`src/rtl/disp_pkg.sv`:
```
// Shared widths, constants and the area code for the display bus register file.
// Assumes an 8-digit display with 16 user glyphs of 7 rows by 5 dots.
package disp_pkg;
    localparam int DATA_W    = 8;
    localparam int ADDR_W    = 5;
    localparam int DIGITS    = 8;
    localparam int DIG_W     = $clog2(DIGITS);
    localparam int GLYPHS    = 16;
    localparam int GLYPH_W   = $clog2(GLYPHS);
    localparam int ROWS      = 7;
    localparam int ROW_W     = $clog2(ROWS + 1);
    localparam int DOTS      = 5;
    localparam logic [DATA_W-1:0] BLANK_CHAR = 8'h20;

    // Storage area selected by one access
    typedef enum logic [2:0] {
        AREA_FLASH,
        AREA_GPTR,
        AREA_GRAM,
        AREA_CTRL,
        AREA_CHAR
    } area_e;

    // One sample of the host bus
    typedef struct packed {
        logic              ce_n;
        logic              wr_n;
        logic              rd_n;
        logic              fl_n;
        logic [ADDR_W-1:0] addr;
        logic [DATA_W-1:0] data;
    } bus_smp_t;
endpackage

```
`src/rtl/disp_bus_sync.sv`:
```
// Synchroniser for the host bus. It delays the bus sample through three stages and
// flags a write strobe rising edge, using strobes and fields from the stage before that edge.
// Assumes the host keeps address and data steady around the write strobe.
module disp_bus_sync
    import disp_pkg::*;
(
    input  logic     clk,
    input  logic     rst_n,
    input  bus_smp_t bus_in,
    output bus_smp_t bus_now,
    output bus_smp_t bus_wr,
    output logic     wr_edge
);
    localparam bus_smp_t IDLE = '{ce_n: 1'b1, wr_n: 1'b1, rd_n: 1'b1, fl_n: 1'b1,
                                  addr: '0, data: '0};

    bus_smp_t s1, s2, s3;

    // Three-stage sample pipeline (two for metastability, one for edge detection)
    always_ff @(posedge clk) begin
        if (!rst_n) begin
            s1 <= IDLE;
            s2 <= IDLE;
            s3 <= IDLE;
        end else begin
            s1 <= bus_in;
            s2 <= s1;
            s3 <= s2;
        end
    end

    assign bus_now = s2;
    assign bus_wr  = s3;
    assign wr_edge = !s3.wr_n && s2.wr_n && !s3.ce_n;
endmodule

```
`src/rtl/disp_area_dec.sv`:
```
// Area decoder: the flash select overrides the address, otherwise addr[4:3] selects.
// Purely combinational.
module disp_area_dec
    import disp_pkg::*;
(
    input  logic              fl_n,
    input  logic [ADDR_W-1:0] addr,
    output area_e             area
);
    // Map flash select and upper address bits to a storage area
    always_comb begin
        if (!fl_n) begin
            area = AREA_FLASH;
        end else begin
            case (addr[4:3])
                2'b00:   area = AREA_GPTR;
                2'b01:   area = AREA_GRAM;
                2'b10:   area = AREA_CTRL;
                default: area = AREA_CHAR;
            endcase
        end
    end
endmodule

```
`src/rtl/disp_store.sv`:
```
// Storage for the five areas, the busy window counter and the read mux.
// Assumes wr_en is a single-cycle pulse. Glyph storage has no reset by design.
module disp_store
    import disp_pkg::*;
#(
    parameter int CLR_CYCLES = 3
) (
    input  logic                       clk,
    input  logic                       rst_n,
    input  logic                       wr_en,
    input  area_e                      wr_area,
    input  logic [DIG_W-1:0]           wr_sel,
    input  logic [DATA_W-1:0]          wr_data,
    input  area_e                      rd_area,
    input  logic [DIG_W-1:0]           rd_sel,
    input  logic                       selftest_ok,
    input  logic [GLYPH_W-1:0]         glyph_sel,
    input  logic [ROW_W-1:0]           glyph_row,
    output logic [DATA_W-1:0]          rd_data,
    output logic                       busy,
    output logic [DIGITS*DATA_W-1:0]   char_flat,
    output logic [DIGITS-1:0]          flash_bits,
    output logic [DATA_W-1:0]          ctrl_word,
    output logic [DOTS-1:0]            glyph_dots
);
    localparam int CNT_W = $clog2(CLR_CYCLES + 1);
    localparam logic [CNT_W-1:0] CNT_LOAD = CNT_W'(CLR_CYCLES);

    logic [DATA_W-1:0]  char_mem [DIGITS];
    logic [DOTS-1:0]    glyph_mem [GLYPHS][ROWS];
    logic [GLYPH_W-1:0] gptr;
    logic [CNT_W-1:0]   cnt;
    logic               accept;

    assign busy   = (cnt != '0);
    assign accept = wr_en && !busy && rst_n;

    // Character store, flash store, control byte and busy window
    always_ff @(posedge clk) begin
        if (!rst_n) begin
            for (int i = 0; i < DIGITS; i++) char_mem[i] <= BLANK_CHAR;
            flash_bits <= '0;
            ctrl_word  <= '0;
            cnt        <= CNT_LOAD;
        end else if (busy) begin
            cnt <= cnt - 1'b1;
            if (cnt == CNT_W'(1)) ctrl_word[7] <= 1'b0;
        end else if (accept) begin
            case (wr_area)
                AREA_FLASH: flash_bits[wr_sel] <= wr_data[0];
                AREA_CHAR:  char_mem[wr_sel]   <= wr_data;
                AREA_CTRL: begin
                    ctrl_word <= {wr_data[7:6], 1'b0, wr_data[4:0]};
                    if (wr_data[7]) begin
                        for (int i = 0; i < DIGITS; i++) char_mem[i] <= BLANK_CHAR;
                        flash_bits <= '0;
                        cnt        <= CNT_LOAD;
                    end
                end
                default: ;
            endcase
        end
    end

    // Glyph pointer and glyph dot store, kept across reset
    always_ff @(posedge clk) begin
        if (accept && wr_area == AREA_GPTR) gptr <= wr_data[GLYPH_W-1:0];
        if (accept && wr_area == AREA_GRAM && int'(wr_sel) < ROWS)
            glyph_mem[gptr][wr_sel] <= wr_data[DOTS-1:0];
    end

    // Flatten the character store for the refresh side
    generate
        for (genvar d = 0; d < DIGITS; d++) begin : g_flat
            assign char_flat[d*DATA_W +: DATA_W] = char_mem[d];
        end
    endgenerate

    // Refresh-side glyph row lookup
    always_comb begin
        glyph_dots = '0;
        if (int'(glyph_row) < ROWS) glyph_dots = glyph_mem[glyph_sel][glyph_row];
    end

    // Host read mux, unused bits forced to zero
    always_comb begin
        rd_data = '0;
        case (rd_area)
            AREA_FLASH: rd_data[0] = flash_bits[rd_sel];
            AREA_GPTR:  rd_data[GLYPH_W-1:0] = gptr;
            AREA_GRAM:  if (int'(rd_sel) < ROWS) rd_data[DOTS-1:0] = glyph_mem[gptr][rd_sel];
            AREA_CTRL:  rd_data = {ctrl_word[7:6], selftest_ok, ctrl_word[4:0]};
            default:    rd_data = char_mem[rd_sel];
        endcase
    end
endmodule

```
`src/rtl/disp_bus_regs.sv`:
```
// Top of the display bus register file: synchroniser, two area decoders
// (one for the write stage, one for the read stage), storage and registered read port.
// Assumes the host respects the busy window; late writes are dropped.
module disp_bus_regs
    import disp_pkg::*;
#(
    parameter int CLR_CYCLES = 3
) (
    input  logic                     clk,
    input  logic                     rst_n,
    input  logic                     ce_n,
    input  logic                     wr_n,
    input  logic                     rd_n,
    input  logic                     fl_n,
    input  logic [ADDR_W-1:0]        addr,
    input  logic [DATA_W-1:0]        data_in,
    output logic [DATA_W-1:0]        data_out,
    output logic                     data_oe,
    input  logic                     selftest_ok,
    output logic                     busy,
    output logic [DIGITS*DATA_W-1:0] char_flat,
    output logic [DIGITS-1:0]        flash_bits,
    output logic [DATA_W-1:0]        ctrl_word,
    input  logic [GLYPH_W-1:0]       glyph_sel,
    input  logic [ROW_W-1:0]         glyph_row,
    output logic [DOTS-1:0]          glyph_dots
);
    bus_smp_t          bus_in, bus_now, bus_wr;
    logic              wr_edge;
    area_e             wr_area, rd_area;
    logic [DATA_W-1:0] rd_data;

    assign bus_in = '{ce_n: ce_n, wr_n: wr_n, rd_n: rd_n, fl_n: fl_n, addr: addr, data: data_in};

    disp_bus_sync u_sync (
        .clk(clk), .rst_n(rst_n), .bus_in(bus_in),
        .bus_now(bus_now), .bus_wr(bus_wr), .wr_edge(wr_edge)
    );

    disp_area_dec u_wdec (.fl_n(bus_wr.fl_n),  .addr(bus_wr.addr),  .area(wr_area));
    disp_area_dec u_rdec (.fl_n(bus_now.fl_n), .addr(bus_now.addr), .area(rd_area));

    disp_store #(.CLR_CYCLES(CLR_CYCLES)) u_store (
        .clk(clk), .rst_n(rst_n),
        .wr_en(wr_edge), .wr_area(wr_area), .wr_sel(bus_wr.addr[DIG_W-1:0]),
        .wr_data(bus_wr.data),
        .rd_area(rd_area), .rd_sel(bus_now.addr[DIG_W-1:0]),
        .selftest_ok(selftest_ok), .glyph_sel(glyph_sel), .glyph_row(glyph_row),
        .rd_data(rd_data), .busy(busy), .char_flat(char_flat),
        .flash_bits(flash_bits), .ctrl_word(ctrl_word), .glyph_dots(glyph_dots)
    );

    // Registered read port toward the host
    always_ff @(posedge clk) begin
        if (!rst_n) begin
            data_out <= '0;
            data_oe  <= 1'b0;
        end else begin
            data_oe  <= !bus_now.rd_n && !bus_now.ce_n;
            data_out <= (!bus_now.rd_n && !bus_now.ce_n) ? rd_data : '0;
        end
    end
endmodule

```
`config.mk`:
```
export PLATFORM = sky130hd
export DESIGN_NAME = disp_bus_regs
export DESIGN_NICKNAME = d
export VERILOG_FILES = /design/src/rtl/disp_pkg.sv /design/src/rtl/disp_bus_sync.sv /design/src/rtl/disp_area_dec.sv /design/src/rtl/disp_store.sv /design/src/rtl/disp_bus_regs.sv
export SDC_FILE = /design/constraint.sdc
export NUM_CORES = 1
export LEC_CHECK = 0
export BUFFER_PORTS_ARGS = -buffer_cell sky130_fd_sc_hd__buf_4
export CAP_MARGIN = 20
export CELL_PAD_IN_SITES_DETAIL_PLACEMENT = 1
export CELL_PAD_IN_SITES_GLOBAL_PLACEMENT = 2
export CORE_MARGIN = 2
export CORE_UTILIZATION = 53
export CTS_BUF_LIST = sky130_fd_sc_hd__clkbuf_4 sky130_fd_sc_hd__clkbuf_8
export CTS_CLUSTER_DIAMETER = 40
export DETAILED_ROUTE_END_ITERATION = 8
export PLACE_DENSITY = 0.91
export SLEW_MARGIN = 20
export SYNTH_ARGS = -nofsm -noshare
export SYNTH_HDL_FRONTEND = slang
export SYNTH_HIERARCHICAL = 1
export SYNTH_SLANG_ARGS = --single-unit
```
`constraint.sdc`:
```
create_clock -name clk -period 8.1 [get_ports clk]
set_clock_uncertainty 0.05 [all_clocks]
set_input_delay 0.81 -clock clk [delete_from_list [all_inputs] [get_ports clk]]
set_output_delay 0.81 -clock clk [all_outputs]
set_load 0.005 [all_outputs]
```
==> out/summary.txt <==
Synth warn = 6
Most common cell after layout, fill and taps aside = edfxtp_1
Commonest non-fill, non-tap cells in the layout = 628 x edfxtp_1, 283 x mux4_2, 144 x buf_4
Worst path most repeated cell = buf_4
H-Tree Level Count = 3
Fmax = 187 MHz
Wire per inst = 33.7 um
Clk Latency, worst-skew pair = 0.74 ns
Ports = 122
Layout area overhead = 12.6%
Gpl congestion = 0.886
Final Hold Vio Count = 0
Total Die Area = 63500 sq um
CTS sink cnt = 708
Total Wirelength = 98200 um
Mapped Area = 32600 sq um
Total CTS buffers = 121
Startpoint types = input port
Critical path, cell by cell = buf_8 > buf_4 > mux4_2 > mux2i_1 > o22ai_1 > nor4b_1 > a31oi_1 > buf_4
Placement Setup Slack = 2.86 ns
CTS tree = yes
Layout Utilization = 0.606
Post-CTS sizing = 0
Power per Cell Area = 211 nW/um^2
Worst Max-Slew Pin Slew = 1.19 ns
CP required = 7.24 ns
Crit-path max cell delay = 0.93 ns
Vias in the first global route = 20.9k
DP Cell Count = 2688
Max clock buf depth = 3
Drt first pass iters = 5
Chip Height = 252 um
Met2 Resource Use GR = 0.502
Arr. time, crit path = 4.48 ns
Final worst slack = 2.76 ns
Unrepaired setup endpoints after global routing = no
Period utilisation layout = 0.659
PortBufs = 120
Final Critical Period = 5.34 ns
Mapped Nets = 1927
VDD IR max = 0.145 mV
GR Util met1 = 0.416
GR peak layer = met2
Synth Instances = 1892
Worst path buffer plus inverter count = 3
Filler cells = 5359
CP endpoint kind = output port
Static Leak = 12.3 nW
Global-route met3 utilization = 0.0674
TNS Setup = 0 ns
Setup bufs post-CTS = 0
All-Layer GR Usage = 0.311
Vias per cell = 6.88
Clock transition at the registers of the reported paths = 0.06 ns
Initial antenna violation count = 4
Family with the most delay on the worst path = buffers and inverters
Worst-path fanout max = 79
Layout cells sized above 1 = 0.316
Nets = 2064
CTS root buf = clkbuf_8
Via count = 20.0k
Largest net degree at the start of global routing = 128
Core footprint = 60600 sq um
Final Slew Violations = 0
Syn_area_per_cell = 17.2 sq um
Max_slew headroom = 0.205
MaxCap Viol Count = 0
Global route overflow = 0
Die X = 252 um
Status = finished clean
WS Path Type = in -> out
Initial DRC count = 2477
# DRC = 0
CP max-delay cell = nor4b_1
Hold Path Class = in -> reg
ANT nets after route = 0
Rows = 90
Initial core utilization = 0.538
Global-route wire length before repair = 143000 um
Setup Viol. Count Final = 0
Non-filler cells, final = 2914
DP HPWL = 63800 um
Cts hold-fix bufs = 0
through the flow:
| stage | hold WS [ns] | power [mW] | instance area [sq um] |
|---|---|---|---|
| after floorplan | 0.336 | 4.27 | 32600 |
| after global placement | 0.339 | 4.39 | 34100 |
| after detailed placement | 0.344 | 4.40 | 34100 |
| after CTS | 0.176 | 7.78 | 36700 |
| after global routing | 0.177 | 7.94 | 36700 |
| final | 0.220 | 7.74 | 36700 |
state kept, by name, summed over array words and instances, names as in the netlist, named ones only:
name / cells
data_oe: 1
data_out: 8
u_store/char_mem: 64
u_store/cnt: 2
u_store/ctrl_word: 7
u_store/flash_bits: 8
u_store/glyph_mem: 560
u_store/gptr: 4
u_sync/bus_now: 17
u_sync/bus_wr: 16
u_sync/s1: 17
final timing paths:
kind                       from                 end  slack (ns)  depth (start not counted)
hold / removal             wr_n       u_sync/s1[15]        0.22                          2
hold reg to reg   u_sync/s1[13]  u_sync/bus_now[13]        0.36                          1
setup reg to reg           flop         data_out[1]        3.52                         10
setup / recovery   glyph_sel[0]       glyph_dots[3]        2.76                          8
layer usage:
layer | vias up | wire length (um)
li1 | 8025 | -
met1 | 10500 | 36600
met2 | 1214 | 48000
met3 | 275 | 9350
met4 | 2 | 4180
met5 | - | 10
cell type report:
type,count,area (sq um),share of cell area
clock buffer,155,1980,0.0540
multi-input combinational,1041,11500,0.313
clock inverter,69,588,0.0160
antenna,2,5.00,0.000136
tap,782,978,0.0267
inverter,9,33.8,0.000921
timing repair buffer,148,1140,0.0310
sequential,708,20500,0.558
where the power goes:
group	switching, mW	internal [mW]
sequential	0.0243	3.96
combinational	0.193	0.151
clock	1.51	1.90
total	1.73	6.01
No activity file was read; power rests on OpenSTA's default activity.
